==> config.mk <==
export PLATFORM = sky130hd
export DESIGN_NAME = hbridge_guard
export DESIGN_NICKNAME = d
export VERILOG_FILES = /design/src/rtl/hbg_pkg.sv /design/src/rtl/fault_qualifier.sv /design/src/rtl/bridge_lockout.sv /design/src/rtl/fault_latches.sv /design/src/rtl/hbridge_guard.sv
export SDC_FILE = /design/constraint.sdc
export NUM_CORES = 1
export LEC_CHECK = 0
export CAP_MARGIN = 20
export CORE_MARGIN = 8
export CORE_UTILIZATION = 62
export CTS_BUF_LIST = sky130_fd_sc_hd__clkbuf_8
export CTS_CLUSTER_SIZE = 16
export DETAILED_ROUTE_END_ITERATION = 7
export HOLD_SLACK_MARGIN = 0.15
export PLACE_DENSITY = 0.88
export SYNTH_ARGS = -nofsm -noshare
export SYNTH_HDL_FRONTEND = slang
export SYNTH_HIERARCHICAL = 1
export SYNTH_SLANG_ARGS = --single-unit
export TNS_END_PERCENT = 10
==> constraint.sdc <==
create_clock -name clk -period 5.2 [get_ports clk]
set_input_delay 1.04 -clock clk [delete_from_list [all_inputs] [get_ports clk]]
set_output_delay 1.04 -clock clk [all_outputs]
set_load 0.01 [all_outputs]
==> src/rtl/hbg_pkg.sv <==
// Package: shared sizes, field positions and the bridge side type for the
// half-bridge protection controller. Field positions are fixed because
// the serial front end places bits at these offsets.
package hbg_pkg;
    localparam int NUM_BRIDGES = 3;
    localparam int NUM_SW      = 2 * NUM_BRIDGES;
    localparam int WORD_W      = 16;

    // control word fields
    localparam int CTL_CLR    = 0;
    localparam int CTL_SW_LSB = 1;
    localparam int CTL_OCS    = 13;

    // status word fields
    localparam int ST_WARN   = 0;
    localparam int ST_SW_LSB = 1;
    localparam int ST_SHORT  = 13;
    localparam int ST_OPEN   = 14;
    localparam int ST_SUPPLY = 15;

    typedef enum logic [1:0] {
        SIDE_NONE = 2'd0,
        SIDE_LO   = 2'd1,
        SIDE_HI   = 2'd2
    } side_e;
endpackage

==> src/rtl/fault_qualifier.sv <==
// fault_qualifier: reports a fault only after its condition has held for
// DLY consecutive cycles. Any cycle without the condition restarts the
// count. Assumes cond is synchronous to clk and DLY >= 1.
module fault_qualifier #(
    parameter int DLY = 8
) (
    input  logic clk,
    input  logic rst_n,
    input  logic cond,
    output logic qual
);
    localparam int CNT_W = $clog2(DLY + 1);
    localparam logic [CNT_W-1:0] LIMIT = CNT_W'(DLY);

    logic [CNT_W-1:0] cnt;

    // count consecutive cycles of the condition, saturate at the limit
    always_ff @(posedge clk) begin
        if (!rst_n) begin
            cnt <= '0;
        end else if (!cond) begin
            cnt <= '0;
        end else if (cnt != LIMIT) begin
            cnt <= cnt + 1'b1;
        end
    end

    assign qual = (cnt == LIMIT);

    assert_restart_R5: assert property (@(posedge clk) disable iff (!rst_n)
        !cond |=> (cnt == '0));
    assert_qual_needs_cond_R5: assert property (@(posedge clk) disable iff (!rst_n)
        qual |-> $past(cond));
endmodule

==> src/rtl/bridge_lockout.sv <==
// bridge_lockout: turns the low/high requests of one half-bridge into
// registered gate enables. It refuses both sides at once and enforces
// DEAD_CYC idle cycles before the opposite side may turn on. Assumes
// DEAD_CYC >= 1.
module bridge_lockout
    import hbg_pkg::*;
#(
    parameter int DEAD_CYC = 3
) (
    input  logic clk,
    input  logic rst_n,
    input  logic req_lo,
    input  logic req_hi,
    output logic gate_lo,
    output logic gate_hi
);
    localparam int GAP_W = $clog2(DEAD_CYC + 1);
    localparam logic [GAP_W-1:0] GAP_LIM = GAP_W'(DEAD_CYC);

    side_e            last_side;
    logic [GAP_W-1:0] gap;
    logic             gap_done;
    logic             grant_lo;
    logic             grant_hi;

    // a side may turn on if it was the last side used or the gap has elapsed
    always_comb begin
        gap_done = (gap == GAP_LIM);
        grant_lo = req_lo && !req_hi && (last_side != SIDE_HI || gap_done);
        grant_hi = req_hi && !req_lo && (last_side != SIDE_LO || gap_done);
    end

    // register gates, remember the last side and count idle cycles
    always_ff @(posedge clk) begin
        if (!rst_n) begin
            gate_lo   <= 1'b0;
            gate_hi   <= 1'b0;
            last_side <= SIDE_NONE;
            gap       <= '0;
        end else begin
            gate_lo <= grant_lo;
            gate_hi <= grant_hi;
            if (grant_lo) begin
                last_side <= SIDE_LO;
            end else if (grant_hi) begin
                last_side <= SIDE_HI;
            end
            if (grant_lo || grant_hi) begin
                gap <= '0;
            end else if (!gap_done) begin
                gap <= gap + 1'b1;
            end
        end
    end

    assert_no_overlap_R3: assert property (@(posedge clk) disable iff (!rst_n)
        !(gate_lo && gate_hi));
    assert_hi_after_gap_R3: assert property (@(posedge clk) disable iff (!rst_n)
        gate_hi |-> !$past(gate_lo));
    assert_lo_after_gap_R3: assert property (@(posedge clk) disable iff (!rst_n)
        gate_lo |-> !$past(gate_hi));
endmodule

==> src/rtl/fault_latches.sv <==
// fault_latches: sticky fault state. It holds the supply-fail, open-load
// and short flags, the per-switch overcurrent trips and the thermal
// shutdown latch. A set on the same edge as a clear wins. The thermal
// latch clears only when the shutdown comparator is low.
module fault_latches
    import hbg_pkg::*;
(
    input  logic              clk,
    input  logic              rst_n,
    input  logic              clr,
    input  logic              uv_q,
    input  logic [NUM_SW-1:0] oc_q,
    input  logic [NUM_SW-1:0] ol_q,
    input  logic              ocs_mode,
    input  logic              hot,
    output logic              supply_fail,
    output logic              open_load,
    output logic              short_seen,
    output logic [NUM_SW-1:0] trip,
    output logic              hot_lat
);
    // update every sticky flag: set term OR (old value AND NOT clear)
    always_ff @(posedge clk) begin
        if (!rst_n) begin
            supply_fail <= 1'b0;
            open_load   <= 1'b0;
            short_seen  <= 1'b0;
            trip        <= '0;
            hot_lat     <= 1'b0;
        end else begin
            supply_fail <= uv_q | (supply_fail & ~clr);
            open_load   <= (|ol_q) | (open_load & ~clr);
            short_seen  <= (|oc_q) | (short_seen & ~clr);
            trip        <= (oc_q & {NUM_SW{ocs_mode}}) | (trip & ~{NUM_SW{clr}});
            hot_lat     <= hot | (hot_lat & ~clr);
        end
    end

    assert_supply_sticky_R10: assert property (@(posedge clk) disable iff (!rst_n)
        $fell(supply_fail) |-> ($past(clr) || !$past(rst_n)));
    assert_open_sticky_R10: assert property (@(posedge clk) disable iff (!rst_n)
        $fell(open_load) |-> ($past(clr) || !$past(rst_n)));
    assert_short_sticky_R10: assert property (@(posedge clk) disable iff (!rst_n)
        $fell(short_seen) |-> ($past(clr) || !$past(rst_n)));
    assert_supply_set_R6: assert property (@(posedge clk) disable iff (!rst_n)
        uv_q |=> supply_fail);
    assert_hot_release_R11: assert property (@(posedge clk) disable iff (!rst_n)
        $fell(hot_lat) |-> ($past(clr) && !$past(hot)) || !$past(rst_n));
endmodule

==> src/rtl/hbridge_guard.sv <==
// hbridge_guard: top of the half-bridge protection controller. It holds
// the committed control word, qualifies fault flags with delay timers,
// applies the protection overrides to the switch requests, drives three
// lockout-protected bridges and assembles the status word. Assumes all
// flags are synchronous to clk and cmd_valid is a one-cycle strobe.
// A low run_en acts as reset.
module hbridge_guard
    import hbg_pkg::*;
#(
    parameter int UV_DLY   = 8,
    parameter int OC_DLY   = 6,
    parameter int OL_DLY   = 20,
    parameter int DEAD_CYC = 3
) (
    input  logic                   clk,
    input  logic                   rst_n,
    input  logic                   run_en,
    input  logic                   cmd_valid,
    input  logic [WORD_W-1:0]      cmd_word,
    input  logic                   uv_flag,
    input  logic [NUM_SW-1:0]      oc_flag,
    input  logic [NUM_SW-1:0]      ol_flag,
    input  logic                   warn_flag,
    input  logic                   hot_flag,
    output logic [NUM_BRIDGES-1:0] gate_lo,
    output logic [NUM_BRIDGES-1:0] gate_hi,
    output logic [WORD_W-1:0]      status_word
);
    logic              run_rst_n;
    logic [NUM_SW-1:0] ctrl_sw;
    logic              ocs_mode;
    logic              warn_q;
    logic              clr;
    logic [NUM_SW-1:0] sw_on;
    logic [NUM_SW-1:0] req;
    logic              uv_q;
    logic [NUM_SW-1:0] oc_q;
    logic [NUM_SW-1:0] ol_q;
    logic              supply_fail;
    logic              open_load;
    logic              short_seen;
    logic [NUM_SW-1:0] trip;
    logic              hot_lat;
    logic              unused_ctl_bits;

    assign run_rst_n       = rst_n & run_en;
    assign clr             = cmd_valid & cmd_word[CTL_CLR];
    assign unused_ctl_bits = ^{cmd_word[WORD_W-1:CTL_OCS+1],
                               cmd_word[CTL_OCS-1:CTL_SW_LSB+NUM_SW]};

    // control register and warning sample; power-up value has shutdown mode on
    always_ff @(posedge clk) begin
        if (!run_rst_n) begin
            ctrl_sw  <= '0;
            ocs_mode <= 1'b1;
            warn_q   <= 1'b0;
        end else begin
            warn_q <= warn_flag;
            if (cmd_valid) begin
                ctrl_sw  <= cmd_word[CTL_SW_LSB +: NUM_SW];
                ocs_mode <= cmd_word[CTL_OCS];
            end
        end
    end

    fault_qualifier #(.DLY(UV_DLY)) u_uv_qual (
        .clk  (clk),
        .rst_n(run_rst_n),
        .cond (uv_flag),
        .qual (uv_q)
    );

    for (genvar s = 0; s < NUM_SW; s++) begin : g_sw
        fault_qualifier #(.DLY(OC_DLY)) u_oc_qual (
            .clk  (clk),
            .rst_n(run_rst_n),
            .cond (oc_flag[s] & sw_on[s]),
            .qual (oc_q[s])
        );
        fault_qualifier #(.DLY(OL_DLY)) u_ol_qual (
            .clk  (clk),
            .rst_n(run_rst_n),
            .cond (ol_flag[s] & sw_on[s]),
            .qual (ol_q[s])
        );

        // a request survives only without trip, undervoltage or thermal latch
        assign req[s] = ctrl_sw[s] & ~trip[s] & ~uv_q & ~hot_lat;

        assert_trip_off_R8: assert property (@(posedge clk) disable iff (!run_rst_n)
            trip[s] |=> !sw_on[s]);
    end

    fault_latches u_latches (
        .clk        (clk),
        .rst_n      (run_rst_n),
        .clr        (clr),
        .uv_q       (uv_q),
        .oc_q       (oc_q),
        .ol_q       (ol_q),
        .ocs_mode   (ocs_mode),
        .hot        (hot_flag),
        .supply_fail(supply_fail),
        .open_load  (open_load),
        .short_seen (short_seen),
        .trip       (trip),
        .hot_lat    (hot_lat)
    );

    for (genvar b = 0; b < NUM_BRIDGES; b++) begin : g_bridge
        bridge_lockout #(.DEAD_CYC(DEAD_CYC)) u_lockout (
            .clk    (clk),
            .rst_n  (run_rst_n),
            .req_lo (req[2*b]),
            .req_hi (req[2*b+1]),
            .gate_lo(gate_lo[b]),
            .gate_hi(gate_hi[b])
        );
        assign sw_on[2*b]   = gate_lo[b];
        assign sw_on[2*b+1] = gate_hi[b];
    end

    // assemble the status word from live gates and sticky flags
    always_comb begin
        status_word                         = '0;
        status_word[ST_WARN]                = warn_q;
        status_word[ST_SW_LSB +: NUM_SW]    = sw_on;
        status_word[ST_SHORT]               = short_seen;
        status_word[ST_OPEN]                = open_load;
        status_word[ST_SUPPLY]              = supply_fail;
    end

    assert_uv_off_R6: assert property (@(posedge clk) disable iff (!run_rst_n)
        uv_q |=> (sw_on == '0));
    assert_hot_off_R11: assert property (@(posedge clk) disable iff (!run_rst_n)
        hot_lat |=> (sw_on == '0));
    assert_standby_clear_R13: assert property (@(posedge clk) disable iff (!rst_n)
        !run_en |=> (status_word == '0));
endmodule

==> results of run 1 <==
## routing by layer
layer	vias up	wire [µm]
met4	0	144
met3	16	294
li1	1668	-
met5	-	0
met2	40	4335
met1	1591	3685
## layout make-up
cell class / instances / area share, %
Clock buffer: 11 / 2.869
Clock inverter: 5 / 1.518
Inverter: 27 / 2.490
Multi-Input combinational cell: 338 / 49.04
Sequential cell: 88 / 33.39
Tap cell: 99 / 2.348
Timing Repair Buffer: 43 / 8.347
## state kept, by name, summed over array words and instances, names as in the netlist
register / cells
g_sw.u_ol_qual/cnt: 30
g_sw.u_oc_qual/cnt: 18
ctrl_sw: 6
g_bridge.u_lockout/gap: 6
g_bridge.u_lockout/last_side: 6
u_latches/trip: 6
u_uv_qual/cnt: 4
g_bridge.u_lockout/gate_hi: 3
g_bridge.u_lockout/gate_lo: 3
ocs_mode: 1
u_latches/hot_lat: 1
u_latches/open_load: 1
u_latches/short_seen: 1
u_latches/supply_fail: 1
warn_q: 1
## worst max-delay path: stages
cell and delay [ns]:
clkdlybuf4s50_1 0.52, nand2_1 0.21, inv_1 0.62, nand2_1 0.33
nor3_2 0.23
## metrics by stage
stage | power [mW] | cells | area, µm²
2_1_floorplan | 0.7425 | 476 | 4662
6_report | 1.284 | 611 | 5276
4_1_cts | 1.295 | 611 | 5276
3_5_place_dp | 0.7704 | 595 | 5045
5_1_grt | 1.333 | 611 | 5276
3_3_place_gp | 0.7673 | 595 | 5045
## placed cells by master (no fill, tap or decap), types with 13 or more instances in the layout
| master | n |
|---|---|
| dfxtp_1 | 88 |
| clkdlybuf4s50_1 | 42 |
| nor2_1 | 30 |
| nand3_1 | 30 |
| ha_1 | 29 |
| nand2_1 | 26 |
| a21oi_1 | 24 |
| inv_1 | 22 |
| nor3_2 | 19 |
| nand2b_1 | 18 |
| and2_1 | 13 |
## cells by family after synthesis
family / Yosys count / share of synthesized area, %
flops: 88 / 37.94
compound gates: 73 / 11.72
xor+xnor: 22 / 4.150
other cells: 1 / 0.08076
mux: 13 / 2.883
fa+ha+maj: 29 / 7.815
buf+inv: 50 / 6.737
simple gates: 195 / 28.67
## power by group through the flow
stage	clock network, mW	logic (mW)	registers [mW]
after global placement	0	0.0658	0.702
after global routing	0.571	0.0753	0.687
after floorplan	0	0.0418	0.701
final	0.530	0.0685	0.686
after detailed placement	0	0.0684	0.702
after CTS	0.540	0.0688	0.686
## how the worst max path moves through the flow
stage,start,endpoint,slack [ns],cells after the start
6_report,rst_n,g_sw[1].u_ol_qual/cnt[0]$_SDFFE_PN0P_,2.52,5
2_1_floorplan,rst_n,g_sw[0].u_ol_qual/cnt[0]$_SDFFE_PN0P_,2.96,4
4_1_cts,rst_n,g_sw[1].u_ol_qual/cnt[0]$_SDFFE_PN0P_,2.52,5
3_3_place_gp,rst_n,g_sw[1].u_ol_qual/cnt[0]$_SDFFE_PN0P_,2.21,5
3_5_place_dp,rst_n,g_sw[1].u_ol_qual/cnt[0]$_SDFFE_PN0P_,2.16,5
5_1_grt,rst_n,g_sw[1].u_ol_qual/cnt[0]$_SDFFE_PN0P_,2.33,5
==> metrics, run 1 <==
max-slew violation count=0; worst ir drop on vdd=roughly 0.19 mV; number of resized instances in the post-cts repair step=0; pin slew with the least headroom to its limit=0.7489 ns; TritonCTS buffer count=9; slack of the worst reg-to-reg path=between 2 and 3 ns; cell depth of the worst flop-to-flop path=8; most used routing layer in global routing=met2; Port-buffer cells=42; post-layout util=between 70 and 80%; postcts setup bufs=0; mean post-synth cell area=around 9.9 µm²; Critical Path Start Type=primary input; fraction of synthesized cell area taken by the top area cell type=a little under two fifths; reported net switching power=268.5 µW; number of endpoints with negative hold slack in the final report=0; routing usage on met2=31.12%; biggest area contributors in the synthesized netlist=dfxtp_1 (38%), ha_1 (7.8%), nor3_2 (4.1%), nand3_1 (3.2%), nand4b_4 (3.1%); Int Pwr=between 1 and 1.5 mW; Post-synth ARST share=0%; hold wc startpoint=g_sw[0].u_ol_qual/cnt[1]$_SDFFE_PN0P_; met1 Track Usage GR=19.26%; Routed wire per std cell=between 10 and 15 µm; flops & latches, synth=88; clock slew seen by the registers of the worst setup and hold paths=~0.08 ns; max cap viols=0; cell with the most instances after synthesis=dfxtp_1; total grt overflow=0; DRC marker count from the first detailed-route iteration=92; capture point of the worst reg-to-reg path=g_bridge[0].u_lockout/gap[0]$_SDFFE_PP0P_; net count reported at finish=around 570; initial standard-cell utilization of the core=~64%; total routing resource utilization after global routing=approximately 17%; multi-input logic area=0.002587 mm²; synthesized instance count=between 400 and 500; Clk pwr share=around two fifths; Data arrival, critical path=about 3.0 ns; minimum clock period after layout=about 2.7 ns; global-route wire length before repair=14480 µm; worst hold margin=0.4951 ns; Fmax achieved=372.8 MHz; Slew headroom=approximately 50%; Core Area=0.007253 mm²; EDFF count, synth=0; pin count of the biggest net entering global routing=26; detailed-placement wirelength estimate=approximately 6300 µm; share of total power in combinational logic=under 10%; Place WS=roughly 2.2 ns; library cells used by synthesis=41; Crit Path Max Fanout=23; status=finished, final reports clean; Hold Crit Depth=2; die area=approximately 0.011 mm²; synthesized cell area=~0.0046 mm²; met3 track demand over resource in global routing=3.984%; power per cell area=243.4 mW/mm²; CTS Hold Bufs=0; category of the critical setup timing path=in -> reg; final critical-path setup slack=2.518 ns; number of I/O pins=between 50 and 60; DRT Pass-1 Iters=4; synthesis-to-finish area growth=13.64%; Warnings, synthesis=6; Vias=around 3300; buffer levels on the longest clock path=2; hold-critical path endpoint=g_sw[0].u_ol_qual/cnt[1]$_SDFFE_PN0P_; weighted congestion reported at the end of routability-driven placement=just under 0.8; layout cell share with drive strength beyond 1=between 10% and 20%; RSZ-0062 raised after global routing=false; Crit path required time=around 5.5 ns; total leakage power=2.395 nW; cell accounting for the most synthesized area=dfxtp_1; antenna fix cells=0; via count of the first global-routing pass=3261; die boundary width=102.5 µm; number of filler instances in the final layout=approximately 550; number of levels the H-tree was split into=3; most frequent cells after synthesis=dfxtp_1 (88), nand3_1 (30), nor2_1 (30); sink count of the clock tree=88; Die Ht=approximately 100 µm; Clock Latency Late Sink=between 0.3 and 0.4 ns; path type of the worst min-delay path=reg -> reg; TritonCTS clock tree=built; final setup TNS=0 ns; DRC errors left=0; Switching Share=20.91%; sequential power share=between 50 and 60%; final clock skew=around 0.011 ns; number of setup violations in the final report=0; proportion of synthesized chip area in sequential cells=37.94%; critical path capture point type=flop; Std-Cell Rows=31; clock root buffer=clkbuf_8; top flip-flop cell by instance count after synthesis=dfxtp_1; overall routed net length=8459 µm; post-detailed-route via-to-cell ratio=5.426; r2r startpoint=u_uv_qual/cnt[0]$_SDFFE_PN0P_; post-route fraction of the period consumed by the critical path=around half; initial antenna violation count=0; sequential cell area=~0.0018 mm²; number of nets with antenna violations after routing=0
Power figures use the tool's default switching activity.
==> run 2, diff against run 1 <==
--- a/config.mk
+++ b/config.mk
@@ -7,12 +7,12 @@
 export LEC_CHECK = 0
 export CAP_MARGIN = 20
 export CORE_MARGIN = 8
-export CORE_UTILIZATION = 62
+export CORE_UTILIZATION = 58
 export CTS_BUF_LIST = sky130_fd_sc_hd__clkbuf_8
 export CTS_CLUSTER_SIZE = 16
 export DETAILED_ROUTE_END_ITERATION = 7
 export HOLD_SLACK_MARGIN = 0.15
-export PLACE_DENSITY = 0.88
+export PLACE_DENSITY = 0.83
 export SYNTH_ARGS = -nofsm -noshare
 export SYNTH_HDL_FRONTEND = slang
 export SYNTH_HIERARCHICAL = 1
==> constraint.sdc (replaced) <==
create_clock -name clk -period 2.8 [get_ports clk]
set_input_delay 0.56 -clock clk [delete_from_list [all_inputs] [get_ports clk]]
set_output_delay 0.56 -clock clk [all_outputs]
set_load 0.01 [all_outputs]
==> metrics, run 2 (same netlist as run 1, synthesis figures left out) <==
status=finished, final reports clean; TritonCTS clock tree=built; layout cell share with drive strength beyond 1=18.29% (+0.32 points); multi-input logic area=0.002587 mm² (unchanged); Most flops, register=g_sw.u_ol_qual/cnt; Place WS=0.3453 ns (-1.812 ns); max cap viols=0 (unchanged); worst ir drop on vdd=0.2956 mV (+56%); delay contributed by the slowest stage of the critical path=0.41 ns (-0.21 ns); path type of the worst min-delay path=reg -> reg; number of setup violations in the final report=0 (unchanged); final critical-path setup slack=0.3740 ns (-2.144 ns); clock slew seen by the registers of the worst setup and hold paths=0.09 ns (about the same); number of I/O pins=57 (unchanged); total grt overflow=0 (unchanged); final standard cell count with taps included and fillers excluded=616 (+0.82%); DRC marker count from the first detailed-route iteration=94 (+2.2%); Hold Crit Depth=2 (unchanged); largest registers=g_sw.u_ol_qual/cnt (30), g_sw.u_oc_qual/cnt (18); cell depth of the worst flop-to-flop path=8 (unchanged); antenna fix cells=0 (unchanged); final clock skew=0.01085 ns (-0.0003348 ns); Fmax achieved=roughly 410 MHz; hold-critical path endpoint=u_uv_qual/cnt[3]$_SDFFE_PN0P_; critical path startpoint=u_uv_qual/cnt[0]$_SDFFE_PN0P_; CTS Hold Bufs=0 (unchanged); worst-path cell with the longest stage delay=nor3b_2; Std-Cell Rows=32 (+3.2%); DRC errors left=0 (unchanged); synthesis-to-finish area growth=12.96%; number of levels the H-tree was split into=3 (unchanged); RSZ-0062 raised after global routing=false; number of filler instances in the final layout=606 (+11%); Data arrival, critical path=2.67 ns (-0.29 ns); buffer levels on the longest clock path=2 (unchanged); most common cell after layout, fill and taps aside=dfxtp_1; overall routed net length=8452 µm (about the same); most frequent cells in the layout=dfxtp_1 (88), clkdlybuf4s50_1 (42), nor2_1 (30), nand3_1 (30), ha_1 (29); post-detailed-route via-to-cell ratio=5.274 (-2.8%); Critical Path Start Type=flop; Routed wire per std cell=13.72 µm (-0.89%); Crit Path Max Fanout=6 (-74%); post-route fraction of the period consumed by the critical path=around 87%; category of the critical setup timing path=reg -> reg; global-route wire length before repair=14650 µm (+1.2%); hold wc startpoint=u_uv_qual/cnt[3]$_SDFFE_PN0P_; # placed instances=601 (+1.0%); initial standard-cell utilization of the core=60.09% (-3.9 points); postcts setup bufs=0 (unchanged); max FFs per register=30 (unchanged); sink count of the clock tree=88 (unchanged); max-slew violation count=0 (unchanged); number of resized instances in the post-cts repair step=0 (unchanged); weighted congestion reported at the end of routability-driven placement=0.7646 (-3.1%); sequential cell area=0.001762 mm² (unchanged); total leakage power=2.393 nW (-0.10%); Vias=3249 (-2.0%); CP cell instances=inv_1, ha_1, and3b_1, or2_1, nor3b_2, nand2b_1, a211o_1, and3_1; via count of the first global-routing pass=3394 (+4.1%); Crit path required time=3.04 ns (-2.44 ns); die boundary width=105.5 µm (+2.9%); TritonCTS buffer count=9 (unchanged); pin count of the biggest net entering global routing=27 (+3.8%); critical path capture point type=flop; r2r startpoint=u_uv_qual/cnt[0]$_SDFFE_PN0P_; total routing resource utilization after global routing=15.61% (-1.6 points); detailed-placement wirelength estimate=6592 µm (+4.7%); net count reported at finish=574 (+0.53%); initial antenna violation count=0 (unchanged); capture point of the worst reg-to-reg path=g_bridge[0].u_lockout/gap[0]$_SDFFE_PP0P_; Die Ht=105.5 µm (+2.9%); minimum clock period after layout=2.426 ns; Core Area=0.007727 mm² (+6.5%); die area=0.01113 mm² (+5.8%); number of nets with antenna violations after routing=0 (unchanged); Port-buffer cells=42 (unchanged); final setup TNS=0 ns (unchanged); power per cell area=428.5 mW/mm² (+76%); clock root buffer=clkbuf_8; Clock Latency Late Sink=0.35 ns (about the same); slack of the worst reg-to-reg path=0.37 ns (-2.41 ns); DRT Pass-1 Iters=4 (unchanged); number of endpoints with negative hold slack in the final report=0 (unchanged)
## run 2: final cells by class
type	instances	area share [%]
well taps	102	2.433
clock buffers	10	2.624
clock inverters	5	0.9303
inverters	27	2.505
repair buffers	46	8.588
flip-flops and latches	88	33.59
multi-input cells	338	49.33
## run 2: how the worst max path moves through the flow
stage	endpoint	slack [ns]	cells after the start
detailed placement	g_bridge[1].u_lockout/gap[1]$_SDFFE_PP0P_	0.35	8
finish	g_bridge[0].u_lockout/gap[0]$_SDFFE_PP0P_	0.37	8
floorplan	g_bridge[0].u_lockout/gap[0]$_SDFFE_PP0P_	0.61	10
CTS	g_bridge[1].u_lockout/gap[0]$_SDFFE_PP0P_	0.36	8
global placement	g_bridge[1].u_lockout/gap[1]$_SDFFE_PP0P_	0.46	8
global route	g_bridge[1].u_lockout/gap[1]$_SDFFE_PP0P_	0.18	8
## run 2: through the flow
step                utilization, %  power [mW]  instance area (µm²)  hold slack, ns
finish                       67.88       2.248                 5245          0.4879
global route                 67.88       2.345                 5245          0.5169
CTS                          67.88       2.273                 5245          0.4900
detailed placement           65.46       1.434                 5059          0.4766
global placement             65.46       1.428                 5059          0.4639
floorplan                        -       1.379                 4662          0.4498
## run 2: routing by layer
metal  up-vias  global-route usage (%)  wire length (µm)
li1       1670                       -                 -
met1      1525                   17.32              3715
met2        42                   27.79              4292
met3        12                   3.837               305
met4         0                   6.524               139
met5         -                       0                 0
## run 2: where the power goes
part           internal (mW)  switching, mW  leakage [nW]  total, mW
clock network          0.425          0.420         0.103      0.844
logic                 0.0740         0.0553          1.58      0.129
registers               1.26         0.0107         0.711       1.27
## run 2: worst max-delay path: cells and delay by family (launching register included)
family,cells,cell delay [ns]
AOI/OAI and AO/OA,1,0.32
adders and majority gates,1,0.18
buffers and inverters,1,0.06
DFF,1,0.39
and+or+nand+nor,5,1.37
